[config.mk]
export PLATFORM = sky130hd
export DESIGN_NAME = casc_result_arb
export DESIGN_NICKNAME = d
export VERILOG_FILES = /design/src/rtl/casc_arb_pkg.sv /design/src/rtl/casc_arb_seg_pick.sv /design/src/rtl/casc_arb_stage.sv /design/src/rtl/casc_arb_drive.sv /design/src/rtl/casc_result_arb.sv
export SDC_FILE = /design/constraint.sdc
export NUM_CORES = 1
export LEC_CHECK = 0
export BUFFER_PORTS_ARGS = -buffer_cell sky130_fd_sc_hd__buf_4
export CORE_ASPECT_RATIO = 1.5
export CORE_MARGIN = 4
export CORE_UTILIZATION = 52
export CTS_CLUSTER_SIZE = 20
export DETAILED_ROUTE_END_ITERATION = 10
export GPL_TIMING_DRIVEN = 0
export HOLD_SLACK_MARGIN = 0.12
export MAX_ROUTING_LAYER = met4
export PLACE_DENSITY = 0.83
export REMOVE_ABC_BUFFERS = 1
export SLEW_MARGIN = 20
export SYNTH_ARGS = -nofsm -noshare
export SYNTH_HDL_FRONTEND = slang
export SYNTH_SLANG_ARGS = --single-unit
[constraint.sdc]
create_clock -name clk_i -period 4.2 [get_ports clk_i]
set_input_delay 0.42 -clock clk_i [delete_from_list [all_inputs] [get_ports clk_i]]
set_output_delay 0.42 -clock clk_i [all_outputs]
set_load 0.01 [all_outputs]
[src/rtl/casc_arb_pkg.sv]
package casc_arb_pkg;
  typedef enum logic [1:0] {
    OP_LOOKUP  = 2'd0,
    OP_LEARN   = 2'd1,
    OP_SRAM_WR = 2'd2,
    OP_RSVD    = 2'd3
  } arb_op_e;

  localparam int DEV_AW = 3;
endpackage

[src/rtl/casc_arb_seg_pick.sv]
module casc_arb_seg_pick #(
  parameter int NSEG = 4,
  parameter int LOCW = 12,
  localparam int SEGW = (NSEG > 1) ? $clog2(NSEG) : 1
) (
  input  logic [NSEG-1:0]      hit_i,
  input  logic [NSEG-1:0]      multi_i,
  input  logic [NSEG*LOCW-1:0] loc_i,
  output logic                 any_o,
  output logic                 multi_o,
  output logic [NSEG-1:0]      sel_o,
  output logic [SEGW-1:0]      seg_o,
  output logic [LOCW-1:0]      loc_o
);
  // isolate lowest set bit: lowest segment number has priority
  function automatic logic [NSEG-1:0] lowest_bit(input logic [NSEG-1:0] v);
    return v & (~v + NSEG'(1));
  endfunction

  function automatic logic [SEGW-1:0] onehot_bin(input logic [NSEG-1:0] oh);
    logic [SEGW-1:0] b;
    b = '0;
    for (int i = 0; i < NSEG; i++)
      if (oh[i]) b = b | SEGW'(i);
    return b;
  endfunction

  logic [LOCW-1:0] loc_arr [NSEG];

  for (genvar g = 0; g < NSEG; g++) begin : g_unpack
    assign loc_arr[g] = loc_i[g*LOCW +: LOCW];
  end

  assign sel_o   = lowest_bit(hit_i);
  assign any_o   = |hit_i;
  assign seg_o   = onehot_bin(sel_o);
  assign multi_o = ($countones(hit_i) > 1) || (|(hit_i & multi_i));

  always_comb begin
    loc_o = '0;
    for (int i = 0; i < NSEG; i++)
      if (sel_o[i]) loc_o = loc_o | loc_arr[i];
  end
endmodule

[src/rtl/casc_arb_stage.sv]
module casc_arb_stage
  import casc_arb_pkg::*;
#(
  parameter int NSEG = 4,
  parameter int LOCW = 12,
  parameter int TW   = 2,
  parameter int IW   = 19,
  localparam int SEGW = (NSEG > 1) ? $clog2(NSEG) : 1
) (
  input  logic                 clk_i,
  input  logic                 rst_ni,
  input  logic                 req_valid_i,
  input  logic [1:0]           req_op_i,
  input  logic [TW-1:0]        req_type_i,
  input  logic [NSEG-1:0]      seg_hit_i,
  input  logic [NSEG-1:0]      seg_multi_i,
  input  logic [NSEG*LOCW-1:0] seg_loc_i,
  input  logic [IW-1:0]        wr_index_i,
  input  logic                 match_in_i,
  output logic                 match_out_o,
  output logic                 resp_lk_o,
  output logic                 resp_wr_o,
  output logic                 win_o,
  output logic                 any_hit_o,
  output logic                 multi_o,
  output logic [TW-1:0]        type_o,
  output logic [SEGW-1:0]      seg_o,
  output logic [LOCW-1:0]      loc_o,
  output logic [IW-1:0]        wr_index_o
);
  logic                 st_valid;
  logic [1:0]           st_op;
  logic [TW-1:0]        st_type;
  logic [NSEG-1:0]      st_hit;
  logic [NSEG-1:0]      st_multi;
  logic [NSEG*LOCW-1:0] st_loc;
  logic [IW-1:0]        st_wr;

  always_ff @(posedge clk_i) begin
    if (!rst_ni) begin
      st_valid <= 1'b0;
      st_op    <= OP_RSVD;
      st_type  <= '0;
      st_hit   <= '0;
      st_multi <= '0;
      st_loc   <= '0;
      st_wr    <= '0;
    end else begin
      st_valid <= req_valid_i;
      st_op    <= req_op_i;
      st_type  <= req_type_i;
      st_hit   <= seg_hit_i;
      st_multi <= seg_multi_i;
      st_loc   <= seg_loc_i;
      st_wr    <= wr_index_i;
    end
  end

  logic            pick_any;
  logic            pick_multi;
  logic [NSEG-1:0] pick_sel;
  logic            local_hit;

  casc_arb_seg_pick #(.NSEG(NSEG), .LOCW(LOCW)) u_pick (
    .hit_i   (st_hit),
    .multi_i (st_multi),
    .loc_i   (st_loc),
    .any_o   (pick_any),
    .multi_o (pick_multi),
    .sel_o   (pick_sel),
    .seg_o   (seg_o),
    .loc_o   (loc_o)
  );

  assign resp_lk_o   = st_valid && (st_op == OP_LOOKUP);
  assign resp_wr_o   = st_valid && ((st_op == OP_LEARN) || (st_op == OP_SRAM_WR));
  assign local_hit   = resp_lk_o && pick_any;
  assign match_out_o = local_hit;
  assign win_o       = local_hit && !match_in_i;
  assign any_hit_o   = local_hit || match_in_i;
  assign multi_o     = resp_lk_o && (pick_multi || (local_hit && match_in_i));
  assign type_o      = st_type;
  assign wr_index_o  = st_wr;

  // a sampled hitting lookup raises match-out in the next cycle
  p_match_out_r2: assert property (@(posedge clk_i) disable iff (!rst_ni)
    ($past(rst_ni) && $past(req_valid_i && (req_op_i == OP_LOOKUP) && (|seg_hit_i)))
      |-> match_out_o);
  // the picked segment is a single one and it really hit
  p_pick_onehot_r5: assert property (@(posedge clk_i) disable iff (!rst_ni)
    $onehot0(pick_sel) && ((pick_sel & ~st_hit) == '0));
  // cross-device overlap always yields a multi-match
  p_cascade_multi_r6: assert property (@(posedge clk_i) disable iff (!rst_ni)
    (match_out_o && match_in_i) |-> multi_o);
endmodule

[src/rtl/casc_arb_drive.sv]
module casc_arb_drive #(
  parameter int TW   = 2,
  parameter int DEVW = 3,
  parameter int SEGW = 2,
  parameter int LOCW = 12,
  localparam int IW  = TW + DEVW + SEGW + LOCW
) (
  input  logic            clk_i,
  input  logic            rst_ni,
  input  logic [DEVW-1:0] dev_addr_i,
  input  logic            last_dev_i,
  input  logic            last_sram_i,
  input  logic            resp_lk_i,
  input  logic            resp_wr_i,
  input  logic            win_i,
  input  logic            any_hit_i,
  input  logic            multi_i,
  input  logic [TW-1:0]   type_i,
  input  logic [SEGW-1:0] seg_i,
  input  logic [LOCW-1:0] loc_i,
  input  logic [IW-1:0]   wr_index_i,
  output logic [IW-1:0]   idx_o,
  output logic            idx_oe_o,
  output logic            ce_o,
  output logic            we_o,
  output logic            sram_oe_o,
  output logic            valid_o,
  output logic            ack_o,
  output logic            fb_oe_o,
  output logic            mm_o
);
  function automatic logic [IW-1:0] build_index(
    input logic [TW-1:0] t, input logic [DEVW-1:0] d,
    input logic [SEGW-1:0] s, input logic [LOCW-1:0] l);
    return {t, d, s, l};
  endfunction

  logic lk_hit_any;
  assign lk_hit_any = resp_lk_i && any_hit_i;

  always_ff @(posedge clk_i) begin
    if (!rst_ni) begin
      idx_o     <= '0;
      idx_oe_o  <= 1'b0;
      ce_o      <= 1'b0;
      we_o      <= 1'b0;
      sram_oe_o <= 1'b0;
      valid_o   <= 1'b0;
      ack_o     <= 1'b0;
      fb_oe_o   <= 1'b0;
      mm_o      <= 1'b0;
    end else begin
      idx_oe_o  <= win_i || (last_sram_i && !lk_hit_any);
      idx_o     <= win_i ? build_index(type_i, dev_addr_i, seg_i, loc_i)
                         : (resp_wr_i ? wr_index_i : '0);
      sram_oe_o <= last_sram_i;
      ce_o      <= last_sram_i && (lk_hit_any || resp_wr_i);
      we_o      <= last_sram_i && resp_wr_i;
      fb_oe_o   <= last_dev_i && resp_lk_i;
      valid_o   <= last_dev_i && resp_lk_i;
      ack_o     <= last_dev_i && lk_hit_any;
      mm_o      <= multi_i;
    end
  end

  // a won lookup drives the index bus in the following cycle
  p_owner_drives_r3: assert property (@(posedge clk_i) disable iff (!rst_ni)
    ($past(rst_ni) && $past(win_i)) |-> idx_oe_o);
  // a device that neither won nor owns the memory leaves the bus alone
  p_quiet_loser_r4: assert property (@(posedge clk_i) disable iff (!rst_ni)
    ($past(rst_ni) && $past(!win_i && !last_sram_i)) |-> !idx_oe_o);
  // acknowledge only inside a driven valid strobe
  p_ack_in_valid_r7: assert property (@(posedge clk_i) disable iff (!rst_ni)
    ack_o |-> (valid_o && fb_oe_o));
  // write-enable never without chip-enable
  p_we_with_ce_r8: assert property (@(posedge clk_i) disable iff (!rst_ni)
    we_o |-> ce_o);
  // a non-owner strap keeps the memory controls off
  p_nonsram_quiet_r8: assert property (@(posedge clk_i) disable iff (!rst_ni)
    !last_sram_i |=> (!ce_o && !we_o && !sram_oe_o));
endmodule

[src/rtl/casc_result_arb.sv]
module casc_result_arb #(
  parameter int NSEG = 4,
  parameter int LOCW = 12,
  parameter int TW   = 2,
  localparam int DEVW = casc_arb_pkg::DEV_AW,
  localparam int SEGW = (NSEG > 1) ? $clog2(NSEG) : 1,
  localparam int IW   = TW + DEVW + SEGW + LOCW
) (
  input  logic                 clk_i,
  input  logic                 rst_ni,
  input  logic [DEVW-1:0]      dev_addr_i,
  input  logic                 last_dev_i,
  input  logic                 last_sram_i,
  input  logic                 req_valid_i,
  input  logic [1:0]           req_op_i,
  input  logic [TW-1:0]        req_type_i,
  input  logic [NSEG-1:0]      seg_hit_i,
  input  logic [NSEG-1:0]      seg_multi_i,
  input  logic [NSEG*LOCW-1:0] seg_loc_i,
  input  logic [IW-1:0]        wr_index_i,
  input  logic                 match_in_i,
  output logic                 match_out_o,
  output logic [IW-1:0]        idx_o,
  output logic                 idx_oe_o,
  output logic                 ce_o,
  output logic                 we_o,
  output logic                 sram_oe_o,
  output logic                 lookup_valid_o,
  output logic                 match_ack_o,
  output logic                 fb_oe_o,
  output logic                 multi_match_o
);
  logic            resp_lk, resp_wr, win, any_hit, multi;
  logic [TW-1:0]   st_type;
  logic [SEGW-1:0] st_seg;
  logic [LOCW-1:0] st_loc;
  logic [IW-1:0]   st_wr;

  casc_arb_stage #(.NSEG(NSEG), .LOCW(LOCW), .TW(TW), .IW(IW)) u_stage (
    .clk_i       (clk_i),
    .rst_ni      (rst_ni),
    .req_valid_i (req_valid_i),
    .req_op_i    (req_op_i),
    .req_type_i  (req_type_i),
    .seg_hit_i   (seg_hit_i),
    .seg_multi_i (seg_multi_i),
    .seg_loc_i   (seg_loc_i),
    .wr_index_i  (wr_index_i),
    .match_in_i  (match_in_i),
    .match_out_o (match_out_o),
    .resp_lk_o   (resp_lk),
    .resp_wr_o   (resp_wr),
    .win_o       (win),
    .any_hit_o   (any_hit),
    .multi_o     (multi),
    .type_o      (st_type),
    .seg_o       (st_seg),
    .loc_o       (st_loc),
    .wr_index_o  (st_wr)
  );

  casc_arb_drive #(.TW(TW), .DEVW(DEVW), .SEGW(SEGW), .LOCW(LOCW)) u_drive (
    .clk_i       (clk_i),
    .rst_ni      (rst_ni),
    .dev_addr_i  (dev_addr_i),
    .last_dev_i  (last_dev_i),
    .last_sram_i (last_sram_i),
    .resp_lk_i   (resp_lk),
    .resp_wr_i   (resp_wr),
    .win_i       (win),
    .any_hit_i   (any_hit),
    .multi_i     (multi),
    .type_i      (st_type),
    .seg_i       (st_seg),
    .loc_i       (st_loc),
    .wr_index_i  (st_wr),
    .idx_o       (idx_o),
    .idx_oe_o    (idx_oe_o),
    .ce_o        (ce_o),
    .we_o        (we_o),
    .sram_oe_o   (sram_oe_o),
    .valid_o     (lookup_valid_o),
    .ack_o       (match_ack_o),
    .fb_oe_o     (fb_oe_o),
    .mm_o        (multi_match_o)
  );
endmodule

======== Yosys cells after proc, flatten, opt, wreduce, memory -nomap -nowiden ========
Cells that the tools add are included.
operators by class
  reductions and logical operators ........ 23
  add/sub/neg operators ................... 4
  bitwise gates (word level) .............. 6
  eq/ne operators ......................... 2
  order comparisons ....................... 1
  mux-type cells .......................... 9
operators by type and width
  cell                                                                   number
  12-bit 2-to-1 mux                                                      4
  19-bit 2-to-1 mux                                                      2
  12-bit bitwise OR                                                      3
  1-bit logical AND                                                      12
  4-bit AND                                                              2
  4-bit OR reduction                                                     2
  1-bit logical OR                                                       6
  1-bit by 1-bit adder with 2-bit output                                 2
  4-bit by 1-bit adder with 4-bit output, second input constant          1
  2-bit 2-to-1 mux                                                       2
  4-bit NOT                                                              1
  2-bit by 2-bit adder with 3-bit output                                 1
  3-bit by 1-bit > comparator with 1-bit output, second input constant   1
  2-bit by 1-bit equality test with 1-bit output, second input constant  1
  2-bit equality test, second input constant                             1
  1-bit zero test                                                        2
  2-bit zero test                                                        1
  1-bit 2-to-1 mux                                                       1
word-level totals
  logic and storage cells ................. 60
  output and inout port bits .............. 28
  register bits after elaboration ......... 106
  bits of input ports ..................... 88

======== Longest topological paths before layout ========
  depth after elaboration ................. 11
  gate-level depth with buffers ........... 8
  gate-level depth less buffers ........... 5

======== Cells and area by module ========
From an unflattened synthesis, not the netlist that was laid out.
unflattened totals
  cells, all modules ...................... 339
  area total of the unflattened synthesis .. 3,606.0 sq um
by module, submodules not included
  module             cells each  sequential area each (sq um)  area each (sq um)  times used
  casc_arb_stage     179         1,601.5                       2,204.6            1
  casc_arb_drive     102         520.5                         1,017.2            1
  casc_arb_seg_pick  58          0.0                           384.1              1

======== Worst setup path before layout ========
Ideal clock, no wire load.
  kind .................................... reg2out
  start ................................... register u_stage.st_hit[0]
  end ..................................... output match_out_o
  data required time ...................... 3,780 ps
  arrival ................................. 1,522 ps
  setup slack ............................. 2,258 ps
  stages on the path, launching flop included .. 7
  path buffers ............................ 2
  path through ............................ dfxtp_1 clkbuf_1 inv_1 ha_1 or3b_1 buf_2 and2_1
on the way
  longest elaborated chain between the ends .. 2
RTL lines
  element                   RTL line                 RTL
  start: declaration        casc_arb_stage.sv:34     logic [NSEG-1:0] st_hit;
  start signal: assignment  casc_arb_stage.sv:52     st_hit <= seg_hit_i;
  4-bit OR reduction        casc_arb_seg_pick.sv:35  assign any_o = |hit_i;
  1-bit logical AND         casc_arb_stage.sv:77     assign local_hit = resp_lk_o && pick_any;
  end: declaration          casc_result_arb.sv:22    output logic match_out_o,
No other way between the ends.

======== Worst setup path after layout ========
Same ends and word-level chain as after synthesis.

==> summary.md <==
| Metric | Value |
|---|---|
| Fraction of registers with async set/reset | `0%` |
| First-pass GRT wire length | `11,000 microns` |
| Synth Cell Area | `0.00335 sq mm` |
| P per Cell Area | `402 mW/mm^2` |
| Yosys warnings | `0` |
| Dpl hpwl | `4870 microns` |
| TNS Setup | `0 ps` |
| Hold_ws | `239 ps` |
| Pins over their slew limit | `0` |
| Post-Syn Area per Cell | `11.8 sq um` |
| Routed len/inst | `14.6 microns` |
| Register area share after synthesis | `63.4%` |
| Die X | `73.5 microns` |
| Resize count post-CTS | `0` |
| Status | `completed` |
| Worst-Skew Late Latency | `350 ps` |
| Commonest cells post-synth | `106 x dfxtp_1, 81 x and2_1, 16 x a22o_1, 13 x clkbuf_1, 13 x o2bb2ai_1` |
| Max_slew headroom | `47.2%` |
| Most used DFF post-synth | `dfxtp_1` |
| Core box area | `0.00622 sq mm` |
| Switching part of the total power | `22.7%` |
| Ports | `116` |
| Routed via count | `2,384` |
| CTS Buf Count | `9` |
| Initial antenna violation count | `0` |
| Critical path type | `flop to output pin` |
| Combinational power share | `7.9%` |
| Top cells by area, synth | `dfxtp_1 63%, and2_1 15%, a22o_1 4.2%, o2bb2ai_1 3.4%, a221oi_1 2.9%` |
| Post-Layout Cell Count | `473` |
| Cells after synthesis | `284` |
| Critical Path Start Type | `flop` |
| RSZ-0062 raised after global routing | `no` |
| H-tree levels | `3` |
| Max-Cap Viols | `0` |
| Die area | `0.00782 sq mm` |
| Slew @ Worst Pin | `791 ps` |
| Routed Antenna Nets | `0` |
| Max Clock Freq | `0.367 GHz` |
| Worst Reg2Reg Path Length in Cells | `5` |
| Clk_skew | `7.08 ps` |
| Minimum clock period | `2730 ps` |
| Drt pass-1 iters | `4` |
| Sequential power share | `59.8%` |
| Number of enable flip-flop cells after synthesis | `0` |
| Core Rows | `35` |
| Fin. Hold Viols | `0` |
| All-Layer GR Usage | `19.2%` |
| Worst R2R Setup Slack | `1650 ps` |
| Total Power | `1780 uW` |
| Worst hold path class | `input pin to flop` |
| Part of the cycle the worst path needs | `64.9%` |
| Share of cells above drive strength 1 | `33.6%` |
| Die Span Y | `106 microns` |
| CTS tree | `yes` |
| Final setup vio count | `0` |
| Worst Setup SP | `u_stage.st_hit[0]` |
| Drt total wl | `6910 microns` |
| HP Start | `req_op_i[0]` |
| Clock share of power | `32.4%` |
| Top cell type's share of synthesized area | `63.4%` |
| Yosys top cell by area | `dfxtp_1` |
| Internal power | `1380 uW` |
| # nets final | `486` |
| Post-CTS Setup Bufs | `0` |
| Largest buffer count on any clock path | `2` |
| Setup crit end kind | `output pin` |
| Largest net degree at the start of global routing | `88` |
| Clk slew on worst S/H paths | `100 ps` |
| # diodes | `0` |
| Area delta synth->final | `32.4%` |
| Fill count | `481` |
| Residual DRC count | `0` |
| Critical path fanouts, max | `16` |
| CP required | `3780 ps` |
| Reg2reg start | `u_stage.st_hit[0]` |
| Seq cells post-synth | `106` |
| Clock tree sinks | `106` |
| Vias per Instance | `5.04` |
| CTS root buf | `clkbuf_8` |
| Cts hold-fix bufs | `0` |
| Psw | `406 uW` |
| Final global-route overflow total | `0` |
| Top-count cell post-synth | `dfxtp_1` |
| Vias in the first global route | `2,391` |
| Final Wtd Congestion | `0.800` |
| Max VDD drop | `324 uV` |
| Cell variety after synth | `32` |
| Dpl cells | `457` |
| Starting density of the core | `53.9%` |
| Crit path to | `match_out_o` |
| Worst EP arrival | `2310 ps` |
| Leak pwr | `0.00199 uW` |
| Reg2Reg Capture Point | `u_drive.idx_o[8]` |
| DRT iter0 DRCs | `123` |
| Input/output buffers | `115` |
==> kinds of logic (layout without fill, tap and decap cells) <==
logic type	after synthesis	count (layout)	share of synthesized area, %
AO/OA/AOI/OAI	53	53	13.7
adder cells (fa/ha/maj)	4	4	1.72
buffers and inverters	23	138	2.99
flip-flops	106	106	63.4
AND/OR/NAND/NOR	98	98	18.2
==> flip-flops by register name, summed over array words and instances (netlist names) <==
register / cells
u_stage.st_loc: 48
u_drive.idx_o: 19
u_stage.wr_index_o: 19
u_stage.st_hit: 4
u_stage.st_multi: 4
u_stage.st_op: 2
u_stage.type_o: 2
u_drive.ack_o: 1
u_drive.ce_o: 1
u_drive.idx_oe_o: 1
u_drive.mm_o: 1
u_drive.sram_oe_o: 1
u_drive.valid_o: 1
u_drive.we_o: 1
u_stage.st_valid: 1
==> area by class of cell <==
type / instances / area, sq um / share of cell area, %
Sequential cell: 106 / 2120 / 47.8
Clock inverter: 6 / 50.0 / 1.13
Timing Repair Buffer: 116 / 875 / 19.7
Clock buffer: 10 / 138 / 3.10
Tap cell: 74 / 92.6 / 2.09
Multi-Input combinational cell: 155 / 1140 / 25.6
Inverter: 6 / 22.5 / 0.508
==> worst min-delay path by stage <==
stage / to / slack [ps] / cells past startpoint
floorplan: u_drive.idx_o[0] / 410 / 1
global placement: u_drive.idx_o[5] / 410 / 1
detailed placement: u_drive.idx_o[12] / 420 / 1
CTS: u_stage.st_op[0] / 230 / 2
global route: u_stage.st_op[0] / 210 / 2
finish: u_stage.st_op[0] / 240 / 2
==> worst max-delay path, cell delays in order, from the launching register on <==
cell and delay, ps:
dfxtp_1 850, inv_1 160, ha_1 250, or3b_1 350, and2_1 210, buf_4 130
==> per-stage QoR <==
stage	setup slack, ps	cell area (sq um)	utilization (%)
floorplan	2370	3270	-
global placement	1800	4230	68.0
detailed placement	1720	4250	68.3
CTS	1480	4440	71.3
global route	1310	4440	71.3
finish	1470	4440	71.3
==> placed cells by master (no fill, tap or decap), types with 2 or more instances in the layout <==
master     synthesis  routed
buf_4              1     115
dfxtp_1          106     106
and2_1            81      81
a22o_1            16      16
o2bb2ai_1         13      13
a221oi_1          11      11
clkbuf_8           0      10
inv_1              6       6
nand3_1            3       3
and3_1             3       3
nand2_1            3       3
ha_1               3       3
nand2b_1           2       2
nor2_1             2       2
a21oi_1            2       2
o21a_1             2       2
clkinv_4           0       2
==> layer usage <==
metal / up-vias / track usage (%) / share of wire, %
met2: 77 / 32.3 / 54
met1: 1105 / 20.6 / 38
met5: - / - / 0
li1: 1188 / - / -
met4: 0 / 9.20 / 2.3
met3: 14 / 4.73 / 6.0
==> power by group through the flow <==
stage	logic (uW)	registers, uW	clock network (uW)
2_1_floorplan	53.0	1090	0
3_3_place_gp	138	1090	0
3_5_place_dp	142	1090	0
4_1_cts	143	1070	592
5_1_grt	157	1070	634
6_report	141	1070	577
Note: power is estimated with default switching activity, not from simulation.
